==> src/rtl/sneak_scan.sv <==
module sneak_scan #(
  parameter int N = 8
) (
  input  logic                         clk,
  input  logic                         rst_n,
  input  logic                         wr_en,
  input  logic                         wr_sel,
  input  logic [$clog2(N)-1:0]         wr_row,
  input  logic [N-1:0]                 wr_data,
  input  logic                         start,
  output logic                         busy,
  output logic                         done,
  output logic [$clog2(N*N+1)-1:0]     count,
  input  logic [$clog2(N)-1:0]         rd_row,
  output logic [N-1:0]                 rd_data
);
  localparam int RW = $clog2(N);
  localparam int CW = $clog2(N*N+1);

  logic [N-1:0]  dmap [N];
  logic [N-1:0]  fmap [N];
  logic [N-1:0]  flg  [N];
  logic [RW-1:0] ri, ci;
  logic [N-1:0]  rowm;
  logic          hit;
  logic          go, last;

  assign go      = start && !busy;
  assign last    = (ri == RW'(N-1)) && (ci == RW'(N-1));
  assign rd_data = flg[rd_row];

  always_comb begin
    rowm     = dmap[ri];
    rowm[ci] = 1'b0;
    hit      = 1'b0;
    for (int k = 0; k < N; k++)
      if (RW'(k) != ri && dmap[k][ci] && |(dmap[k] & fmap[k] & rowm))
        hit = 1'b1;
    hit = hit & ~dmap[ri][ci];
  end

  always_ff @(posedge clk or negedge rst_n) begin
    if (!rst_n) begin
      for (int r = 0; r < N; r++) begin
        dmap[r] <= '0;
        fmap[r] <= '0;
      end
    end else if (wr_en && !busy) begin
      if (wr_sel) fmap[wr_row] <= wr_data;
      else        dmap[wr_row] <= wr_data;
    end
  end

  always_ff @(posedge clk or negedge rst_n) begin
    if (!rst_n) begin
      busy  <= 1'b0;
      done  <= 1'b0;
      count <= '0;
      ri    <= '0;
      ci    <= '0;
      for (int r = 0; r < N; r++) flg[r] <= '0;
    end else if (go) begin
      busy  <= 1'b1;
      done  <= 1'b0;
      count <= '0;
      ri    <= '0;
      ci    <= '0;
      for (int r = 0; r < N; r++) flg[r] <= '0;
    end else if (busy) begin
      flg[ri][ci] <= hit;
      count       <= count + CW'(hit);
      if (last) begin
        busy <= 1'b0;
        done <= 1'b1;
      end else if (ci == RW'(N-1)) begin
        ci <= '0;
        ri <= ri + 1'b1;
      end else begin
        ci <= ci + 1'b1;
      end
    end
  end

  AST_ONE_NEVER_COUNTED: assert property (@(posedge clk) disable iff (!rst_n)
    (busy && dmap[ri][ci]) |=> (count == $past(count))) else $error("one counted");
  AST_START_CLEARS: assert property (@(posedge clk) disable iff (!rst_n)
    go |=> (busy && !done && count == '0)) else $error("start not clean");
  AST_COUNT_STEP: assert property (@(posedge clk) disable iff (!rst_n)
    (busy && !go) |=> (count - $past(count) <= CW'(1))) else $error("count jump");
  AST_BUSY_DONE_EXCL: assert property (@(posedge clk) disable iff (!rst_n)
    !(busy && done)) else $error("busy and done");
  AST_DONE_HOLDS: assert property (@(posedge clk) disable iff (!rst_n)
    (done && !start) |=> done) else $error("done dropped");
  AST_MAPS_FROZEN: assert property (@(posedge clk) disable iff (!rst_n)
    busy |=> ($stable(dmap[0]) && $stable(fmap[0]) && $stable(dmap[N-1]) && $stable(fmap[N-1])))
    else $error("map changed in scan");
endmodule

==> config.mk <==
export PLATFORM = sky130hd
export DESIGN_NAME = sneak_scan
export DESIGN_NICKNAME = d
export VERILOG_FILES = /design/src/rtl/sneak_scan.sv
export SDC_FILE = /design/constraint.sdc
export NUM_CORES = 1
export LEC_CHECK = 0
export ABC_AREA = 1
export ABC_CLOCK_PERIOD_IN_PS = 4250
export CORE_AREA = 2 2 140 197
export CTS_BUF_LIST = sky130_fd_sc_hd__clkbuf_8
export DETAILED_ROUTE_END_ITERATION = 10
export DIE_AREA = 0 0 142 199
export DONT_BUFFER_PORTS = 1
export PLACE_DENSITY = 0.66
export SLEW_MARGIN = 5
export SYNTH_ARGS = -nofsm -noshare
export SYNTH_HDL_FRONTEND = slang
export SYNTH_SLANG_ARGS = --single-unit
==> constraint.sdc <==
create_clock -name clk -period 4.25 [get_ports clk]
set_clock_uncertainty 0.15 [all_clocks]
set_input_delay 0.85 -clock clk [delete_from_list [all_inputs] [get_ports clk]]
set_output_delay 0.85 -clock clk [all_outputs]
set_load 0.01 [all_outputs]
Yosys cells after proc, flatten, opt, wreduce, memory -nomap -nowiden
Index checks and enable logic that the tools add are counted.
{"block": "word_totals", "ram_bits": 0, "wordCells": 172, "rom_bits": 0, "input_bits": 19, "output_inout_bits": 17, "latchBits": 0, "mem_count": 0, "register_bits": 207}
{"block": "op_classes", "mul": 0, "n_reduce_logical": 40, "order_cmp": 7, "bitwise_logic": 24, "muxes": 59, "n_div": 0, "shifts": 0, "n_addsub": 3, "eq_ne": 10}
{"cell": "$bwmux 64", "count": 3}
{"cell": "$and 8x8->8", "count": 17}
{"cell": "$mux 64", "count": 2}
{"cell": "$reduce_or 8->1", "count": 8}
{"cell": "$bmux 8 s3", "count": 2}
{"cell": "$demux 8 s3", "count": 2}
{"cell": "$mux 8", "count": 6}
{"cell": "$bmux 1 s3", "count": 9}
{"cell": "$mux 1", "count": 24}
{"cell": "$mux 3", "count": 8}
{"cell": "$logic_and 1x1->1", "count": 22}
{"cell": "$mux 7", "count": 2}
{"cell": "$ge 4x4->1 const B", "count": 3}
{"cell": "$ne 3x3->1 const A", "count": 4}
{"cell": "$not 3->4", "count": 3}
{"cell": "$lt 4x1->1 const B", "count": 2}
{"cell": "$not 8->8", "count": 1}
{"cell": "$reduce_and 2->1", "count": 4}
{"cell": "$add 7x1->7", "count": 1}
{"cell": "$add 3x1->3 const B", "count": 2}
{"cell": "$eq 3x3->1 const B", "count": 2}
{"cell": "$ne 2x3->1 const A", "count": 2}
{"cell": "$reduce_bool 2->1", "count": 3}
{"cell": "$lt 3x4->1 const B", "count": 1}
{"cell": "9 further kinds", "count": 10}

Logic depth before layout (Yosys ltp)
{"block": "logic_depth", "ltp_word": 21, "ltp_mapped": 25, "depth_no_buf": 23}

Worst setup path after synthesis
Ideal clock, no wire load.
{"block": "synth_path", "path_type": "flip-flop to flip-flop", "start": "reg ri[0]", "end": "reg count[4]", "arrival_time_ps": 2626, "required_time_ps": 3988, "setup_slack_ps": 1361, "stages_incl_launch_ff": 24, "path_buffers": 3, "setup_ps": 112, "synth_period_minus_slack_ps": 2889, "cell_sequence": "dfrtp_1 -> inv_1 -> buf_4 -> buf_6 -> nand2_1 -> nand3_1 -> nand4_2 -> nand3b_1 -> nand2_1 -> nor2_1 -> nand2_1 -> nand2_1 -> nand2_1 -> nor2_1 -> nand2_1 -> buf_6 -> and2_1 -> ha_1 -> ha_1 -> nand3_1 -> inv_1 -> a22oi_1 -> a31o_2 -> inv_1"}
{"block": "synth_via", "elab_chain_cells": 20, "elab_cells_between_ends": 60, "classes_between": "add/sub (1); eq/ne (7); mux (15); bitwise (12); reduce/logical (25)"}
{"element": "start, declared", "line_no": "23", "source": "logic [RW-1:0] ri, ci;"}
{"element": "start signal, assigned", "line_no": "77", "source": "ri <= ri + 1'b1;"}
{"element": "$not 3->4 (implied by the code)", "line_no": "33, 39"}
{"element": "$bmux 8 s3", "line_no": "33, 39"}
{"element": "$mux 8 (implied by the code) (2 in a row)", "line_no": "33, 39"}
{"element": "$and 8x8->8 (no source line)"}
{"element": "$and 8x8->8", "line_no": "37", "source": "if (RW'(k) != ri && dmap[k][ci] && |(dmap[k] & fmap[k] & rowm))"}
{"element": "$reduce_or 8->1", "line_no": "37"}
{"element": "$logic_and 1x1->1", "line_no": "37"}
{"element": "$mux 1 (8 in a row)", "line_no": "37"}
{"element": "$and 1x1->1 (*)", "line_no": "39", "source": "hit = hit & ~dmap[ri][ci];"}
{"element": "$add 7x1->7 (*)", "line_no": "71", "source": "count <= count + CW'(hit);"}
{"element": "$mux 7 (*)", "line_no": "69", "source": "end else if (busy) begin"}
{"element": "$mux 7 (*)", "line_no": "62", "source": "end else if (go) begin"}
{"element": "end signal, assigned", "line_no": "71"}
{"element": "end, declared", "line_no": "13", "source": "output logic [$clog2(N*N+1)-1:0] count,"}
Every way passes the cells marked *; elsewhere a longest branch is shown, timed or not. The select of a mux whose other input is x is not followed.
A chain may end at the register's enable or synchronous reset.

Final worst setup path
{"block": "layout_path", "start": "reg ri[1]", "end": "reg count[4]"}
Same word-level chain as after synthesis.

==> summary.txt <==
Setup path
  – Crit end category: register
  – Cell chain of the critical path: inv_1 -> nor2_1 -> nand3_1 -> nand2_1 -> inv_2 -> nand2_4 -> nand3b_1 -> nand2_1 -> nor2_1 -> nand2_1 -> nand2_1 -> nand2_1 -> nor2_1 -> nand2_2 -> and2_1 -> ha_1 -> ha_1 -> nand3_1 -> inv_1 -> a22oi_1 -> a31o_2 -> inv_1
  – Arr. time, crit path: 3880 ps
  – Crit path kind: register to register
  – Critical Path Start Type: register
  – Cell mode on critical path: nand2_1
  – Max FO, Critical Path: 14
  – Worst EP required: 4570 ps
  – Crit path max-delay cell type: dfrtp_1
  – Biggest cell delay along the critical path: 600 ps

Synth
  – Syn Std Cell Area: 0.0115 mm²
  – Yosys top cell by area: dfrtp_1
  – Post-synth EDFFs: 0
  – Cell variety after synth: 43
  – Simple-gate share of the synthesized area: between 30% and 40%
  – Async S/R FF share, synth: 100%
  – Multiplexer area fraction after synthesis: 0.0975%
  – Mean Syn Cell Area: 7.22 µm²
  – Compound-Gate Fraction of Synth Area: ~11%
  – Sequential area share after synthesis: 44.9%
  – Largest family of logic cells by synthesized area: simple AND/OR/NAND/NOR gates
  – Post-Syn Nets: ~1,600
  – Post-synthesis adder-cell area fraction: around 1.1%
  – Gate Count Post-Synth: 1,600
  – Xor/xnor share of the synthesized area: 0%
  – Synth top area share: 44.9%
  – Primary FF master, synth: dfrtp_1
  – Synth warnings: 0
  – Top post-synthesis cells by area: dfrtp_1 45%, nand2_1 17%, nor2_1 8.2%
  – Synthesized flop and latch total: approximately 210

Clock tree
  – CTS tree: built
  – Bufs on Longest Clock Path: 3
  – PostCTS Resize Cnt: 0
  – Setup Buffers After CTS: 0
  – CTS clk-pin slew, worst paths: 70 ps
  – Worst-skew pair later-pin latency: between 500 and 600 ps
  – Cts bufs inserted: 35
  – H-tree Lvls: 2
  – Root Driver: clkbuf_8
  – Clk sinks: 207

Routing
  – Vias/cell: about 5.5
  – # DRC: 0
  – Final ANT Viol Nets: 0
  – Vias: 10,570
  – Detailed Route Iter0 Violations: 908
  – Final WL: around 36,000 µm
  – DR WL/cell: around 19 µm
  – First-pass iteration count of the detailed router: 5

Finish
  – Final #Nets: 1,607
  – N_diodes: 0
  – Area growth from synthesis to layout: 7.36%
  – Fin area: 0.0124 mm²
  – Share of cells above drive strength 1: 6.55%

GRT
  – Met1 Usage GRT: 31.8%
  – Largest net degree at the start of global routing: 208
  – First-pass GRT wire length: roughly 58,000 µm
  – GRT Util Overall: 26.3%
  – Busiest grt layer: met2
  – Total gr overflow: 0
  – GR Util met2: a little under half
  – Vias in the first global route: 10,294
  – GR Util met3: under 10%
  – Initial antenna violation count: 0

Place
  – DP Area: 0.0117 mm²
  – Dpl hpwl: about 25,000 µm
  – GPL Wtd Cong: 0.981
  – PortBufs: 0

Die
  – Die Span X: roughly 140 µm
  – Die area: 0.0283 mm²
  – IO Count: 36
  – Die height: between 150 and 200 µm
  – Starting density of the core: 43.5%
  – FP Rows: 71
  – Area of the core: between 0.02 and 0.03 mm²

STA
  – Slew Viols, Final: 0
  – Setup Viol. Count Final: 0
  – Achievable Freq: 281 MHz
  – Final Cycle Share: a little over four fifths
  – Tmin final: 3560 ps
  – Setup TNS: 0 ps
  – RSZ-0062 raised after global routing: no
  – Final hold violation count: approximately 200
  – Slew headroom: 46.8%
  – Min Hold Slack: -136 ps
  – Slew @ Worst Pin: approximately 800 ps

Power
  – Maximum VDD drop: 0.000238 V
  – Leak: just over 6 nW
  – PwrDens: 540 mW/mm²

Flow run
  – Max-cap violations: 0

Worst hold path
  – Worst min-delay path class: input port to asynchronous set/reset pin

Outcome
  – Failing checks: negative hold slack
  – Status: finished, violations left
## kinds of logic after synthesis
| logic type | Yosys count |
|---|---|
| and+or+nand+nor | 956 |
| buffers and inverters | 196 |
| adders and majority gates | 10 |
| AOI/OAI and AO/OA | 230 |
| DFF | 207 |
| muxes | 1 |
## per-layer routing
metal / part of all wire (%) / up-vias
met5: 0 / -
met3: 5.8 / 109
met4: 4.9 / 0
li1: - / 5097
met2: 49 / 331
met1: 40 / 5033
## final timing paths
check                        from       end  slack, ps  depth (start not counted)
hold / removal              rst_n     ci[2]       -140                          0
min in group clk           flg[9]    flg[9]        320                          2
hold reg to reg            flg[9]    flg[9]        320                          2
max in group asynchronous   rst_n    flg[3]       3600                          0
setup / recovery            ri[1]  count[4]        690                         22
setup reg to reg            ri[1]  count[4]        690                         22
## per-stage QoR
step	setup slack (ps)	hold WS, ps	total power, W	util [%]	instances
after CTS	735	-155	0.00670	46.7	1931
after global placement	815	306	0.00483	44.0	1869
final	693	-136	0.00669	46.7	1931
after floorplan	1360	294	0.00426	-	1600
after global routing	280	-159	0.00709	46.7	1931
after detailed placement	751	310	0.00487	44.0	1869
## worst max-delay path, delay by kind of cell (launching register included)
family	cells	cell delay [ps]
simple gates	14	1580
flops	1	600
buf+inv	4	510
fa+ha+maj	2	350
compound gates	2	290
## state kept, by name, indices dropped and copies added, names as in the netlist
name,flops
fmap,64
done,1
flg,64
ri,3
dmap,64
ci,3
count,7
busy,1
## power breakdown
part | leakage, nW | internal [W] | switching (W)
registers | 2.78 | 0.00240 | 0.000357
clock network | 0.417 | 0.00100 | 0.000814
logic | 2.92 | 0.000563 | 0.00156
total | 6.12 | 0.00396 | 0.00273
## cells in the mapped netlist, types with 6 or more instances
cell type  instances
a21oi_1           30
a22o_1             6
a31oi_1            8
buf_2             17
buf_6             14
clkbuf_1          39
clkinv_1           6
dfrtp_1          207
ha_1              10
inv_1            103
inv_2             10
nand2_1          512
nand3_1          106
nand3_2           12
nand3b_1          46
nand4_1            8
nor2_1           252
nor3_1             7
o21ai_0          149
o22ai_1           11
## placed cells by master (no fill, tap or decap), types with 11 or more instances in the layout
cell type  Yosys  final
a21oi_1       30     30
buf_4          5     17
clkbuf_8       0     48
dfrtp_1      207    207
inv_1        103    114
nand2_1      512    511
nand3_1      106    106
nand3_2       12     12
nand3b_1      46     46
nor2_1       252    252
o21ai_0      149    149
o22ai_1       11     11
## area by class of cell
type	count	area (µm²)
clock buffer	48	661
clock inverter	14	55.1
fill	2755	14200
inverter	119	447
multi-input combinational	1197	5500
sequential	207	5180
tap	328	410
timing repair buffer	18	148
Power figures use the tool's default switching activity.
